**src/rtl/msbox_pkg.sv**
```systemverilog
package msbox_pkg;
  localparam int BYTE_W = 8;
  localparam logic [BYTE_W-1:0] AFF_CONST = 8'h63;
  localparam logic [BYTE_W:0] FIELD_POLY = 9'h11B;

  typedef logic [BYTE_W-1:0] byte_t;

  typedef struct packed {
    logic load;
    logic toMul;
    logic invert;
    logic toAdd;
    logic affine;
  } strobe_t;

  function automatic byte_t gfMul(byte_t a, byte_t b);
    byte_t acc;
    byte_t sh;
    acc = '0;
    sh = a;
    for (int i = 0; i < BYTE_W; i++) begin
      if (b[i]) acc = acc ^ sh;
      sh = sh[BYTE_W-1] ? ((sh << 1) ^ FIELD_POLY[BYTE_W-1:0]) : (sh << 1);
    end
    return acc;
  endfunction

  function automatic byte_t gfSq(byte_t a);
    return gfMul(a, a);
  endfunction

  function automatic byte_t affLin(byte_t v);
    byte_t r;
    for (int i = 0; i < BYTE_W; i++)
      r[i] = v[i] ^ v[(i+4)%BYTE_W] ^ v[(i+5)%BYTE_W] ^ v[(i+6)%BYTE_W] ^ v[(i+7)%BYTE_W];
    return r;
  endfunction
endpackage

```
**src/rtl/gf_inverter.sv**
```systemverilog
module gf_inverter
  import msbox_pkg::*;
(
  input  logic [BYTE_W-1:0] opIn,
  output logic [BYTE_W-1:0] opInv
);
  byte_t p3, p7, p15, p31, p63, p127;

  always_comb begin
    p3    = gfMul(gfSq(opIn), opIn);
    p7    = gfMul(gfSq(p3), opIn);
    p15   = gfMul(gfSq(p7), opIn);
    p31   = gfMul(gfSq(p15), opIn);
    p63   = gfMul(gfSq(p31), opIn);
    p127  = gfMul(gfSq(p63), opIn);
    opInv = gfSq(p127);
  end
endmodule

```
**src/rtl/msbox_ctrl.sv**
```systemverilog
module msbox_ctrl
  import msbox_pkg::*;
(
  input  logic    clk,
  input  logic    rstN,
  input  logic    start,
  output strobe_t stb,
  output logic    busy,
  output logic    done
);
  typedef enum logic [2:0] {ST_IDLE, ST_MUL, ST_INV, ST_ADD, ST_AFF} state_t;
  state_t state, stateNxt;

  always_comb begin
    stb        = '0;
    stb.load   = start && (state == ST_IDLE);
    stb.toMul  = (state == ST_MUL);
    stb.invert = (state == ST_INV);
    stb.toAdd  = (state == ST_ADD);
    stb.affine = (state == ST_AFF);
    unique case (state)
      ST_IDLE: stateNxt = start ? ST_MUL : ST_IDLE;
      ST_MUL:  stateNxt = ST_INV;
      ST_INV:  stateNxt = ST_ADD;
      ST_ADD:  stateNxt = ST_AFF;
      default: stateNxt = ST_IDLE;
    endcase
  end

  always_ff @(posedge clk or negedge rstN) begin
    if (!rstN) begin
      state <= ST_IDLE;
      done  <= 1'b0;
    end else begin
      state <= stateNxt;
      done  <= (state == ST_AFF);
    end
  end

  assign busy = (state != ST_IDLE);

  // result strobe is a single-cycle pulse
  p_done_pulse_r2: assert property (@(posedge clk) disable iff (!rstN)
    done |=> !done);
  // the affine step is followed by done
  p_aff_done_r2: assert property (@(posedge clk) disable iff (!rstN)
    stb.affine |=> done);
  // a start while busy does not cut the sequence short
  p_busy_hold_r6: assert property (@(posedge clk) disable iff (!rstN)
    (busy && !stb.affine) |=> busy);
endmodule

```
**src/rtl/msbox_dp.sv**
```systemverilog
module msbox_dp
  import msbox_pkg::*;
(
  input  logic              clk,
  input  logic              rstN,
  input  strobe_t           stb,
  input  logic [BYTE_W-1:0] maskedIn,
  input  logic [BYTE_W-1:0] maskAdd,
  input  logic [BYTE_W-1:0] maskMul,
  output logic [BYTE_W-1:0] outData,
  output logic [BYTE_W-1:0] outMask
);
  byte_t dataReg, xReg, yReg, yInvReg;
  byte_t dataInv, yInvC;

  // same inverter structure for the masked product and for the mask Y
  gf_inverter i_invData (.opIn(dataReg), .opInv(dataInv));
  gf_inverter i_invMask (.opIn(yReg),    .opInv(yInvC));

  always_ff @(posedge clk or negedge rstN) begin
    if (!rstN) begin
      dataReg <= '0;
      xReg    <= '0;
      yReg    <= '0;
      yInvReg <= '0;
    end else begin
      if (stb.load) begin
        dataReg <= maskedIn;
        xReg    <= maskAdd;
        yReg    <= maskMul;
      end
      if (stb.toMul) begin
        // (A^X)*Y ^ X*Y = A*Y
        dataReg <= gfMul(dataReg, yReg) ^ gfMul(xReg, yReg);
        yInvReg <= yInvC;
      end
      if (stb.invert) dataReg <= dataInv;
      if (stb.toAdd)  dataReg <= gfMul(dataReg ^ gfMul(xReg, yInvReg), yReg);
      if (stb.affine) begin
        dataReg <= affLin(dataReg) ^ AFF_CONST;
        xReg    <= affLin(xReg);
      end
    end
  end

  assign outData = dataReg;
  assign outMask = xReg;

  // the multiplicative mask is nonzero when it is used
  p_y_nonzero_r8: assert property (@(posedge clk) disable iff (!rstN)
    stb.toMul |-> (yReg != '0));
  // the internal inverse of Y is correct by the time it is needed
  p_yinv_r8: assert property (@(posedge clk) disable iff (!rstN)
    stb.toAdd |-> (gfMul(yReg, yInvReg) == 8'h01));
  // the output mask moves only on load or on the affine step
  p_mask_hold_r7: assert property (@(posedge clk) disable iff (!rstN)
    !(stb.load || stb.affine) |=> $stable(xReg));
  // the data output holds while idle without a load
  p_data_hold_r7: assert property (@(posedge clk) disable iff (!rstN)
    !(stb.load || stb.toMul || stb.invert || stb.toAdd || stb.affine) |=> $stable(dataReg));
endmodule

```
**src/rtl/masked_sbox.sv**
```systemverilog
module masked_sbox
  import msbox_pkg::*;
(
  input  logic              clk,
  input  logic              rstN,
  input  logic              start,
  input  logic [BYTE_W-1:0] maskedIn,
  input  logic [BYTE_W-1:0] maskAdd,
  input  logic [BYTE_W-1:0] maskMul,
  output logic              busy,
  output logic              done,
  output logic [BYTE_W-1:0] outData,
  output logic [BYTE_W-1:0] outMask
);
  strobe_t stb;

  msbox_ctrl i_ctrl (
    .clk(clk), .rstN(rstN), .start(start),
    .stb(stb), .busy(busy), .done(done)
  );

  msbox_dp i_dp (
    .clk(clk), .rstN(rstN), .stb(stb),
    .maskedIn(maskedIn), .maskAdd(maskAdd), .maskMul(maskMul),
    .outData(outData), .outMask(outMask)
  );

  // nothing is reported done while idle after reset without a load
  p_idle_quiet_r1: assert property (@(posedge clk) disable iff (!rstN)
    (!busy && !done && !start) |=> !done);
endmodule

```
**config.mk**
```make
export PLATFORM = sky130hd
export DESIGN_NAME = masked_sbox
export DESIGN_NICKNAME = d
export VERILOG_FILES = /design/src/rtl/msbox_pkg.sv /design/src/rtl/gf_inverter.sv /design/src/rtl/msbox_ctrl.sv /design/src/rtl/msbox_dp.sv /design/src/rtl/masked_sbox.sv
export SDC_FILE = /design/constraint.sdc
export NUM_CORES = 2
export LEC_CHECK = 0
export BUFFER_PORTS_ARGS = -buffer_cell sky130_fd_sc_hd__buf_2
export CORE_AREA = 2 2 354 356
export CTS_BUF_LIST = sky130_fd_sc_hd__clkbuf_8
export CTS_CLUSTER_SIZE = 28
export DETAILED_ROUTE_END_ITERATION = 10
export DIE_AREA = 0 0 356 358
export SLEW_MARGIN = 25
export SYNTH_ARGS = -nofsm -noshare
export SYNTH_HDL_FRONTEND = slang
export SYNTH_SLANG_ARGS = --single-unit
```
**constraint.sdc**
```tcl
create_clock -name clk -period 22.7 [get_ports clk]
set_clock_uncertainty 0.15 [all_clocks]
set_input_delay 4.54 -clock clk [delete_from_list [all_inputs] [get_ports clk]]
set_output_delay 4.54 -clock clk [all_outputs]
set_load 0.05 [all_outputs]
```
==> qor.txt <==
routability cong. - 0.942
Post-Syn Area - 33200 um2
worst setup path class - flop to flop
CTS max path bufs - 2
worst skew pair latency - 340 ps
GRT Resource Usage Total - 0.165
Worst Setup SP - i_dp.yReg[4]
drt pass-1 iters - 6
most frequent cells in the layout - xnor2_1 (811), nand2_1 (715), nor2_1 (371)
filler cell count - 13333
routed wire length per instance - 18.8 um
IO Pins - 45
Initial Util - 0.269
Cells after DPL - 5810
Final ANT Viol Nets - 0
Post-Syn Instances - 4291
register area share after synthesis - 0.0271
reg2reg start - i_dp.yReg[4]
Worst Setup End Kind - flop
FFs w/ async S/R, synth - 1.00
Final Net Count - 4232
Worst path most repeated cell - xnor3_1
H-tree levels - 2
Hold WC Path Type - flop to flop
Synth cell types - 119
Reg clk slew, reported paths - 90 ps
hold_buf cts - 0
Worst Hold Launch - i_dp.yInvReg[5]
CTS tree - done
MaxCap Viol Count - 0
DR vias/cell - 5.22
Std-Cell Rows - 129
Ys Warns - 0
Post-Syn Area per Cell - 7.74 um2
Least-Margin Pin Slew - 1060 ps
outcome - completed
Post-synth EDFFs - 0
startpoint types - flop
Syn Nets - 4333
first-pass GRT wire length - 170 mm
Die ar. - 127000 um2
crit share post-route - 0.947
FF+latch count, synth - 36
clk root buf - clkbuf_8
Die Ht - 358 um
setup_tns - 0 ps
core area - 123000 um2
Fin Hold WS - 549 ps
slew margin rel. - 0.292
hpwl dp - 79.8 mm
Hold Vio Cnt, Final - 0
RSZ-0062 raised after global routing - yes
Remaining DRCs - 0
Achievable Freq - 46.5 MHz
P&R area growth vs syn - 7.61%
gr ovfl total - 0
share of cells above drive strength 1 - 0.104
TritonCTS Buffers - 5
ys flop type - dfrtp_1
pin count of the biggest net entering global routing - 74
Required @ worst endpoint - 22820 ps
Initial DRC Count - 3056
post-place setup slack - 359 ps
Worst Slack Setup Final - 1200 ps
initial antenna violation count - 5
Critical Path Max Stage Delay - 740 ps
Setup-failing EPs final - 0
die width - 356 um
Critical Path AT - 21620 ps
fin. max-slew vios - 0
most common cell after layout, fill and taps aside - xnor2_1
Non-Filler Instances - 5829
vias in the first global route - 28662
CP max stage cell - xnor3_1
port bufs - 44
# clock sinks - 36
Routed WL - 110 mm
crit path time final - 21500 ps
Via Count - 30421
peak fanout along the critical path - 32
==> critical path: cells and delay by family, from the launching register on <==
kind,cells,cell delay (ps)
AOI/OAI and AO/OA,11,2630
muxes,2,480
and+or+nand+nor,16,3390
xor gates and xnor gates,32,11140
buffers and inverters,9,1700
adders and majority gates,4,1300
DFF,1,630
==> metrics by stage <==
step / cell area [um2] / util
after CTS: 35500 / 0.288
after global placement: 35300 / 0.287
after detailed placement: 35300 / 0.287
after global routing: 35700 / 0.290
final: 35800 / 0.290
after floorplan: 33200 / -
==> sequential cells by signal, summed over array words and instances (netlist names) <==
signal / flops
i_ctrl.done: 1
i_dp.yInvReg: 8
i_dp.outMask: 8
i_ctrl.state: 3
i_dp.yReg: 8
i_dp.outData: 8
==> layout make-up <==
| cell class | count | area (um2) | share of cell area |
|---|---|---|---|
| diodes | 1 | 2.50 | 0.0000700 |
| clock buffers | 5 | 68.8 | 0.00192 |
| clock inverters | 3 | 38.8 | 0.00108 |
| inverters | 86 | 323 | 0.00903 |
| multi-input cells | 3840 | 30700 | 0.860 |
| flip-flops and latches | 36 | 931 | 0.0260 |
| well taps | 1637 | 2050 | 0.0573 |
| repair buffers | 221 | 1610 | 0.0450 |
==> per-layer routing <==
layer  routed length, um  global-route usage  share of wire  vias up
met1               47900               0.226           0.44    14610
met4                2710              0.0408          0.025        6
li1                    -                   -              -    14481
met5                  32                   0        0.00029        -
met2               50700               0.272           0.46     1157
met3                8260              0.0214          0.075      167
==> cell usage after synthesis, types with 28 or more instances <==
library cell	number	share of area
a211oi_1	28	0.0063
a21oi_1	154	0.023
a22oi_1	64	0.014
and2_1	40	0.0075
buf_1	47	0.0053
buf_2	86	0.013
clkbuf_1	167	0.019
dfrtp_1	36	0.027
inv_1	69	0.0078
mux2i_1	104	0.031
nand2_1	715	0.081
nand2b_1	37	0.0070
nand3_1	72	0.011
nor2_1	371	0.042
nor2b_1	28	0.0053
nor3_1	83	0.013
o211ai_1	46	0.010
o21ai_0	140	0.021
o22ai_1	41	0.0077
xnor2_1	824	0.22
xnor2_2	40	0.020
xnor3_1	217	0.15
xor2_1	287	0.076
xor3_1	43	0.031
==> what timing repair did <==
item | 4_1_cts | 5_1_grt
gates resized for setup | 0 | 39
endpoints found under the setup margin | 0 | 16
buffers inserted | 0 | 10
==> logic make-up after synthesis <==
family,Yosys count,synth area share
AND/OR/NAND/NOR,1487,0.197
XOR/XNOR,1449,0.516
AO/OA/AOI/OAI,761,0.160
buffers and inverters,415,0.0540
multiplexers,128,0.0403
flip-flops,36,0.0271
adder cells (fa/ha/maj),15,0.00565
==> worst paths after layout <==
kind	end	slack, ps	depth (start not counted)
min in group asynchronous	i_dp.yReg[1]	4050	1
worst max-delay path	i_dp.yInvReg[5]	1200	74
worst min register to register	i_dp.yInvReg[5]	550	2
worst max register to register	i_dp.yInvReg[5]	1200	74
max in group asynchronous	i_dp.yReg[7]	17890	1
worst min-delay path	i_dp.yInvReg[5]	550	2
Power is left out: the tool's default activity adds up to more than one toggle a clock period on the data nets, which glitch-free logic cannot reach.
